===== src/rtl/tft_timing_gen.sv =====
module tft_timing_gen #(
  parameter logic [6:0] RST_W   = 7'd1,
  parameter logic [4:0] RST_HB  = 5'd0,
  parameter logic [4:0] RST_OFF = 5'd0,
  parameter logic [9:0] RST_H   = 10'd3,
  parameter logic [6:0] RST_VB  = 7'd1
) (
  input  logic        clk,
  input  logic        rst_n,
  input  logic        pix_en,
  input  logic        wr_en,
  input  logic [2:0]  wr_addr,
  input  logic [9:0]  wr_data,
  output logic        sclk,
  output logic        lp_n,
  output logic        fp_n,
  output logic        drdy,
  output logic        active,
  output logic [10:0] hpos,
  output logic [10:0] vpos
);
  localparam int HW = 11;
  localparam int VW = 11;

  logic [6:0] w_p, w_a, vb_p, vb_a;
  logic [4:0] hb_p, hb_a, off_p, off_a;
  logic [9:0] h_p, h_a;
  logic run;
  logic [HW-1:0] hdisp, htot, hlim, eoff, dend, dstart;
  logic [VW-1:0] vsum, vtot;
  logic step, last_h, last_v, load;

  always_comb begin
    hdisp  = (HW'(w_a) + HW'(1)) << 3;
    htot   = hdisp + ((HW'(hb_a) + HW'(4)) << 3);
    hlim   = HW'(hb_a) + HW'(2);
    eoff   = (HW'(off_a) > hlim) ? hlim : HW'(off_a);
    dend   = htot - (eoff << 3) - HW'(16);
    dstart = dend - hdisp;
    vsum   = VW'(h_a) + VW'(1) + VW'(vb_a);
    vtot   = (vsum < VW'(3)) ? VW'(3) : vsum;
  end

  assign step   = pix_en & ~sclk;
  assign last_h = (hpos == htot - HW'(1));
  assign last_v = (vpos == vtot - VW'(1));
  assign load   = step & (~run | (last_h & last_v));

  always_ff @(posedge clk or negedge rst_n) begin
    if (!rst_n) begin
      sclk <= 1'b0;
      run  <= 1'b0;
      hpos <= '0;
      vpos <= '0;
      w_p <= RST_W;   hb_p <= RST_HB; off_p <= RST_OFF; h_p <= RST_H; vb_p <= RST_VB;
      w_a <= RST_W;   hb_a <= RST_HB; off_a <= RST_OFF; h_a <= RST_H; vb_a <= RST_VB;
    end else begin
      if (pix_en) sclk <= ~sclk;
      if (step) begin
        run <= 1'b1;
        if (run) begin
          if (last_h) begin
            hpos <= '0;
            vpos <= last_v ? '0 : vpos + VW'(1);
          end else begin
            hpos <= hpos + HW'(1);
          end
        end
      end
      if (load) begin
        w_a <= w_p; hb_a <= hb_p; off_a <= off_p; h_a <= h_p; vb_a <= vb_p;
      end
      if (wr_en) begin
        case (wr_addr)
          3'd0: w_p   <= wr_data[6:0];
          3'd1: hb_p  <= wr_data[4:0];
          3'd2: off_p <= wr_data[4:0];
          3'd3: h_p   <= wr_data;
          3'd4: vb_p  <= wr_data[6:0];
          default: ;
        endcase
      end
    end
  end

  assign lp_n   = ~(run & (hpos < HW'(9)));
  assign fp_n   = ~(run & (((vpos == VW'(0)) & (hpos >= HW'(18))) |
                           (vpos == VW'(1)) |
                           ((vpos == VW'(2)) & (hpos < HW'(18)))));
  assign drdy   = run & (vpos <= VW'(h_a)) & (hpos >= dstart) & (hpos < dend);
  assign active = drdy;


  hstep_chk: assert property (@(posedge clk) disable iff (!rst_n)
    (step && run && !last_h) |=> hpos == $past(hpos) + HW'(1));

  vstep_chk: assert property (@(posedge clk) disable iff (!rst_n)
    (step && run && last_h && !last_v) |=> (vpos == $past(vpos) + VW'(1)) && (hpos == '0));

  lp_edge_chk: assert property (@(posedge clk) disable iff (!rst_n)
    $fell(lp_n) |-> hpos == '0);

  fp_edge_chk: assert property (@(posedge clk) disable iff (!rst_n)
    $fell(fp_n) |-> (vpos == '0) && (hpos == HW'(18)));

  drdy_line_chk: assert property (@(posedge clk) disable iff (!rst_n)
    $rose(drdy) |-> vpos <= VW'(h_a));

  freeze_chk: assert property (@(posedge clk) disable iff (!rst_n)
    !pix_en |=> $stable(hpos) && $stable(vpos) && $stable(sclk));
endmodule


===== config.mk =====
export PLATFORM = sky130hd
export DESIGN_NAME = tft_timing_gen
export DESIGN_NICKNAME = d
export VERILOG_FILES = /design/src/rtl/tft_timing_gen.sv
export SDC_FILE = /design/constraint.sdc
export NUM_CORES = 1
export LEC_CHECK = 0
export BUFFER_PORTS_ARGS = -buffer_cell sky130_fd_sc_hd__buf_4
export CORE_ASPECT_RATIO = 0.7
export CORE_UTILIZATION = 36
export CTS_CLUSTER_DIAMETER = 60
export DETAILED_ROUTE_END_ITERATION = 10
export PLACE_DENSITY = 0.49
export SKIP_LAST_GASP = 1
export SYNTH_ARGS = -nofsm -noshare
export SYNTH_HDL_FRONTEND = slang
export SYNTH_SLANG_ARGS = --single-unit

===== constraint.sdc =====
create_clock -name clk -period 9.7 [get_ports clk]
set_clock_uncertainty 0.05 [all_clocks]
set_input_delay 0.97 -clock clk [delete_from_list [all_inputs] [get_ports clk]]
set_output_delay 0.97 -clock clk [all_outputs]
set_load 0.005 [all_outputs]

==> results of run 1 <==
-- cells by family (layout without fill, tap and decap cells) --
kind of cell,after synthesis,in the layout,share of synthesized area
other,1,1,0.000447
buffers and inverters,123,134,0.0593
flip-flops,92,92,0.275
XOR/XNOR,60,60,0.0668
AO/OA/AOI/OAI,227,227,0.224
multiplexers,41,41,0.0541
adder cells (fa/ha/maj),80,80,0.123
AND/OR/NAND/NOR,298,298,0.197
-- per-stage QoR --
step	instances	power (mW)	worst slack (ns)
final	1245	1.08	2.57
after global routing	1245	1.14	2.05
after CTS	1245	1.10	2.54
after detailed placement	1229	0.728	2.97
after global placement	1229	0.725	3.05
after floorplan	922	0.631	3.39
-- final timing paths --
kind / to / cells past startpoint / slack, ns
setup / recovery: active / 29 / 2.57
hold / removal: vpos[7]$_DFFE_PN0P_ / 1 / 0.46
setup reg to reg: off_a[1]$_DFFE_PN0P_ / 19 / 3.92
hold reg to reg: w_a[0]$_DFFE_PN1P_ / 2 / 0.47
max in group asynchronous: run$_DFFE_PN0P_ / 2 / 7.88
min in group clk: w_a[0]$_DFFE_PN1P_ / 2 / 0.47
-- state kept, by name, summed over array words and instances (netlist names) --
signal,count
run,1
hb_a,5
vb_a,7
h_p,10
h_a,10
hpos,11
off_a,5
vpos,11
w_a,7
vb_p,7
hb_p,5
w_p,7
off_p,5
sclk,1
-- power groups by stage --
stage	clock (mW)	combinational, mW	sequential, mW
after floorplan	0	0.159	0.472
after global placement	0	0.225	0.500
after detailed placement	0	0.227	0.501
after CTS	0.375	0.228	0.494
after global routing	0.388	0.252	0.503
final	0.361	0.226	0.494
-- cell usage in the layout, fill, tap and decap left out, types with 11 or more instances in the layout --
cell,instances
o22ai_1,13
a221oi_1,34
xnor2_1,36
mux2_2,35
nand2_1,76
dfrtp_1,83
a21oi_1,21
ha_1,76
nand3_1,18
nor2_1,32
nor3_1,11
and2_1,44
inv_1,66
buf_4,52
o21ai_0,51
o311ai_2,29
nand2b_1,13
xor2_1,21
o21a_1,17
nor2b_1,12
nor3b_1,38
-- synth_stat cells, types with 8 or more instances --
master,instances,area [sq um]
a21oi_1,21,105
a221oi_1,34,298
and2_1,44,275
clkbuf_1,46,173
dfrtp_1,84,2100
dfstp_2,8,210
ha_1,76,951
inv_1,66,248
mux2_2,35,394
nand2_1,76,285
nand2b_1,14,87.6
nand3_1,18,90.1
nand4_1,9,56.3
nor2_1,32,120
nor2b_1,13,81.3
nor3_1,11,55.1
nor3b_1,38,285
nor4_1,10,62.6
o21a_1,17,128
o21ai_0,51,255
o22ai_1,13,81.3
o311ai_2,29,472
xnor2_1,36,315
xor2_1,21,184
-- worst max-delay path: cells and delay by family, from the launching register on --
| kind | cells | cell delay (ns) |
|---|---|---|
| simple gates | 4 | 0.54 |
| flops | 1 | 0.50 |
| xor+xnor | 2 | 0.23 |
| buf+inv | 5 | 0.44 |
| compound gates | 11 | 1.73 |
| fa+ha+maj | 6 | 2.14 |
| mux | 1 | 0.16 |
-- metal layers --
| layer | global-route usage | share of wire |
|---|---|---|
| met2 | 0.279 | 0.40 |
| met3 | 0.0335 | 0.039 |
| met5 | 0 | 0 |
| met1 | 0.305 | 0.55 |
| met4 | 0.0363 | 0.0056 |
-- final cells by class --
type / instances / area (sq um)
Clock buffer: 10 / 239
Timing Repair Buffer: 52 / 390
Clock inverter: 6 / 56.3
Tap cell: 312 / 390
Multi-Input combinational cell: 707 / 5590
Sequential cell: 92 / 2310
Fill cell: 2277 / 13500
Inverter: 66 / 248
==> metrics.yaml, run 1 <==
status: "finished, final reports clean"
cp-startpoint: "hb_a[1]$_DFFE_PN0P_"
grt_pass1_vias: 6409
cts-htree-levels: 3
rows: 46
syn_nets: 1019
grt_usage: 0.195
clk_latency_ns: 0.36
p_leak_nw: 3.79
cp.required_ns: 8.68
cp.arrival_ns: 6.11
synth-main-ff-cell: "dfrtp_1"
wl_per_cell_microns: 17.8
yosysWarnings: 0
rsz0062_at_grt: "false"
cts_root_buf: "clkbuf_16"
worst-path-max-fanout: 8
fin_nets: 1025
fin_setup_tns_ns: 0
endpoint_kind: "output port"
routed_wl_mm: 22.1
pin_count: 44
critPathLaunchType: "register"
worst_ir_drop_vdd_mv: 0.0970
max_freq_mhz: 140
async_flop_share: 1.00
grt_max_degree: 82
antenna_cells: 0
cts.clk_slew.worst_paths_ns: 0.08
hold_buffers: 0
seq_area_frac_synth: 0.275
initial_core_util: 0.369
synth_edf_count: 0
synth_cell_types: 76
post-cts-setup-buffer-count: 0
pwr-share-comb: 0.209
ant_nets: 0
hp-class: "primary input to async pin"
die_y_microns: 130
whs_ns: 0.459
cts_tree: "yes"
vias_per_cell: 5.49
maxSlewViolCount: 0
dieArea_sq_um: 23900
finalWorstPathRequiredPeriod_ns: 7.13
syn_to_final_growth_pct: 9.97
fin_area_sq_um: 9230
io_buffer_count: 43
antenna_found_initial: 0
slowest_stage: "fa_1"
synth_area_sq_um: 8390
drt_iter0_drc: 522
grt_overflow_total: 0
place.gp.congestion: 0.797
cts_max_path_buffers: 2
drv_cap: 0
fp.dieW_microns: 185
synth-seq-cells: 92
switchingPower_mw: 0.359
cp_common_cell: "ha_1"
numCtsBuffers: 9
syn_avg_cell_area_sq_um: 9.10
powerDensity_nw_per_um2: 117
slew_headroom: 0.290
crit_type: "register to output port"
cts_resized: 0
clkPwrFrac: 0.334
hold_violations: 0
dr.pass1.iters: 5
grt_first_pass_wirelength_mm: 36.5
synth_cells: 922
swShare: 0.332
p_int_mw: 0.722
drt_drc_violations_left: 0
layout-drive-gt1-share: 0.180
place_area_sq_um: 8940
final_core_util: 0.406
worst_r2r_startpoint: "vb_a[0]$_DFFE_PN1P_"
hpwl_mm: 15.2
cts_sinks: 92
p_seq_frac: 0.457
worst_slew_pin_slew_ns: 1.06
period_share: 0.735
setup_viol: 0
core_area_sq_um: 22700
cp_slowest_stage_delay_ns: 0.56
vias: 6832
(Power assumes the default switching activity.)
==> inputs of run 2 (changes only) <==
- PLACE_DENSITY: 0.49 -> 0.51
- clock period: 9.7 -> 6 ns (I/O delays scaled with it)
==> run 2 against run 1 <==
Sequential cell count unchanged. First-iteration DRC count down 0.19%. The flow now finishes with violations (negative setup slack). Routed wire length rose by 2.0%. Global-route usage increased by 0.14 points. Largest power group unchanged. Worst hold slack worse by 0.38 ns. Count of clock-buffer cells in the layout is the same.
==> metrics.yaml, run 2 (synthesis gave the netlist of run 1 again) <==
core_area_sq_um: 22700
routed_wl_mm: 22.5
preCtsSetupSlack_ns: -0.0501
p_leak_nw: 3.92
pin_count: 44
setup_viol: 2
maxSlewViolCount: 0
grt_pass1_vias: 6441
final.fill_count: 2247
grt_overflow_total: 0
syn_to_final_growth_pct: 13.8
hp-class: "primary input to async pin"
setup_slack_ns: -0.00397
critical_path.top_delay_family: "adder cells"
cp.required_ns: 5.35
worst_slew_pin_slew_ns: 1.07
cts_sinks: 92
cts_root_buf: "clkbuf_16"
grt_first_pass_wirelength_mm: 36.7
finalWorstPathRequiredPeriod_ns: 6.00
rr_worst_depth: 20
cp.arrival_ns: 5.35
place.gp.congestion: 0.820
endpoint_kind: "output port"
cp_num_cells: 30
drt_iter0_drc: 521
cts_tree: "yes"
critPathLaunchType: "register"
worst-path-max-fanout: 5
drt_drc_violations_left: 0
drv_cap: 0
vias_per_cell: 5.49
ant_nets: 0
top_regs: "hpos x11, vpos x11"
hold_violations: 0
path_buf_inv: 6
dr.pass1.iters: 4
period_share: 1.00
fp.dieW_microns: 185
max_freq_mhz: 167
initial_core_util: 0.369
final_common_cell: "dfrtp_1"
rows: 46
grt_max_degree: 81
grt_usage: 0.197
cts-htree-levels: 3
io_buffer_count: 43
vias: 6952
cts.clk_slew.worst_paths_ns: 0.07
dieArea_sq_um: 23900
slew_headroom: 0.279
hold_buffers: 0
layout_common_cells: "dfrtp_1 (82), nand2_1 (76), buf_4 (72)"
rsz0062_at_grt: "true"
hpwl_mm: 15.6
powerDensity_nw_per_um2: 185
worst_ir_drop_vdd_mv: 0.177
die_y_microns: 130
violations: "negative setup slack"
antenna_cells: 0
slowest_stage: "fa_1"
cp_slowest_stage_delay_ns: 0.58
fin_nets: 1046
antenna_found_initial: 0
layout-drive-gt1-share: 0.222
crit_type: "register to output port"
wl_per_cell_microns: 17.8
whs_ns: 0.0786
clk_latency_ns: 0.35
status: "finished with violations"
cts_max_path_buffers: 2
numCtsBuffers: 9
[run 2: what timing repair did]
item / CTS / global route
pin swaps: 19 / 0
endpoints found under the setup margin: 2 / 2
resized for setup: 31 / 2
setup buffers: 10 / 2
cloned: 0 / 0
[run 2: report_power, final]
part           internal (mW)  switching (mW)  total, mW  leakage [nW]
Clock                  0.339           0.266      0.604         0.147
Combinational          0.169           0.197      0.366          2.77
Sequential             0.697           0.101      0.798          1.01
[run 2: area by class of cell]
class                      count  area (sq um)  share of cell area
multi-input combinational    707          5740               0.601
sequential                    92          2310               0.242
timing repair buffer          73           552              0.0578
tap                          312           390              0.0409
inverter                      66           248              0.0259
clock buffer                  10           239              0.0250
clock inverter                 6          70.1             0.00734
[run 2: worst reg2reg max path, stage by stage (launching register included)]
cell	delay (ns)
dfstp_2	0.54
inv_1	0.08
ha_1	0.24
fa_1	0.39
nand2b_1	0.23
a21o_1	0.24
a211o_1	0.32
a21oi_2	0.21
and2_1	0.25
nand2_1	0.08
nand2_1	0.10
inv_1	0.07
ha_1	0.24
and2_1	0.20
nor3_1	0.18
o31ai_1	0.10
nor3_1	0.38
nand3b_4	0.12
or2_2	0.52
buf_4	0.36
o311ai_2	0.31
[run 2: final timing paths]
path	start	slack (ns)	end
max	hb_a[2]$_DFFE_PN0P_	-0.004	drdy
min	rst_n	0.08	vpos[8]$_DFFE_PN0P_
max reg2reg	vb_a[0]$_DFFE_PN1P_	0.66	h_a[2]$_DFFE_PN0P_
min reg2reg	vb_p[0]$_DFFE_PN1P_	0.47	vb_a[0]$_DFFE_PN1P_
max in group asynchronous	rst_n	4.49	hb_a[2]$_DFFE_PN0P_
min in group clk	pix_en	0.40	sclk$_DFFE_PN0P_
[run 2: per-stage QoR]
| stage | util | TNS, ns | power [mW] | instances | area [sq um] |
|---|---|---|---|---|---|
| 2_1_floorplan | - | 0 | 1.02 | 922 | 8390 |
| 3_3_place_gp | 0.396 | 0 | 1.17 | 1239 | 9010 |
| 3_5_place_dp | 0.396 | -0.0975 | 1.18 | 1239 | 9010 |
| 4_1_cts | 0.419 | -0.0275 | 1.79 | 1264 | 9530 |
| 5_1_grt | 0.420 | -0.753 | 1.87 | 1266 | 9550 |
| 6_report | 0.420 | -0.00672 | 1.77 | 1266 | 9550 |
[run 2: metal layers]
metal  part of all wire  up-vias  global-route usage
li1                   -     3408                   -
met1               0.55     3384               0.312
met2               0.40      153               0.280
met3              0.042        7              0.0299
met4             0.0057        0              0.0324
met5                  0        -                   0
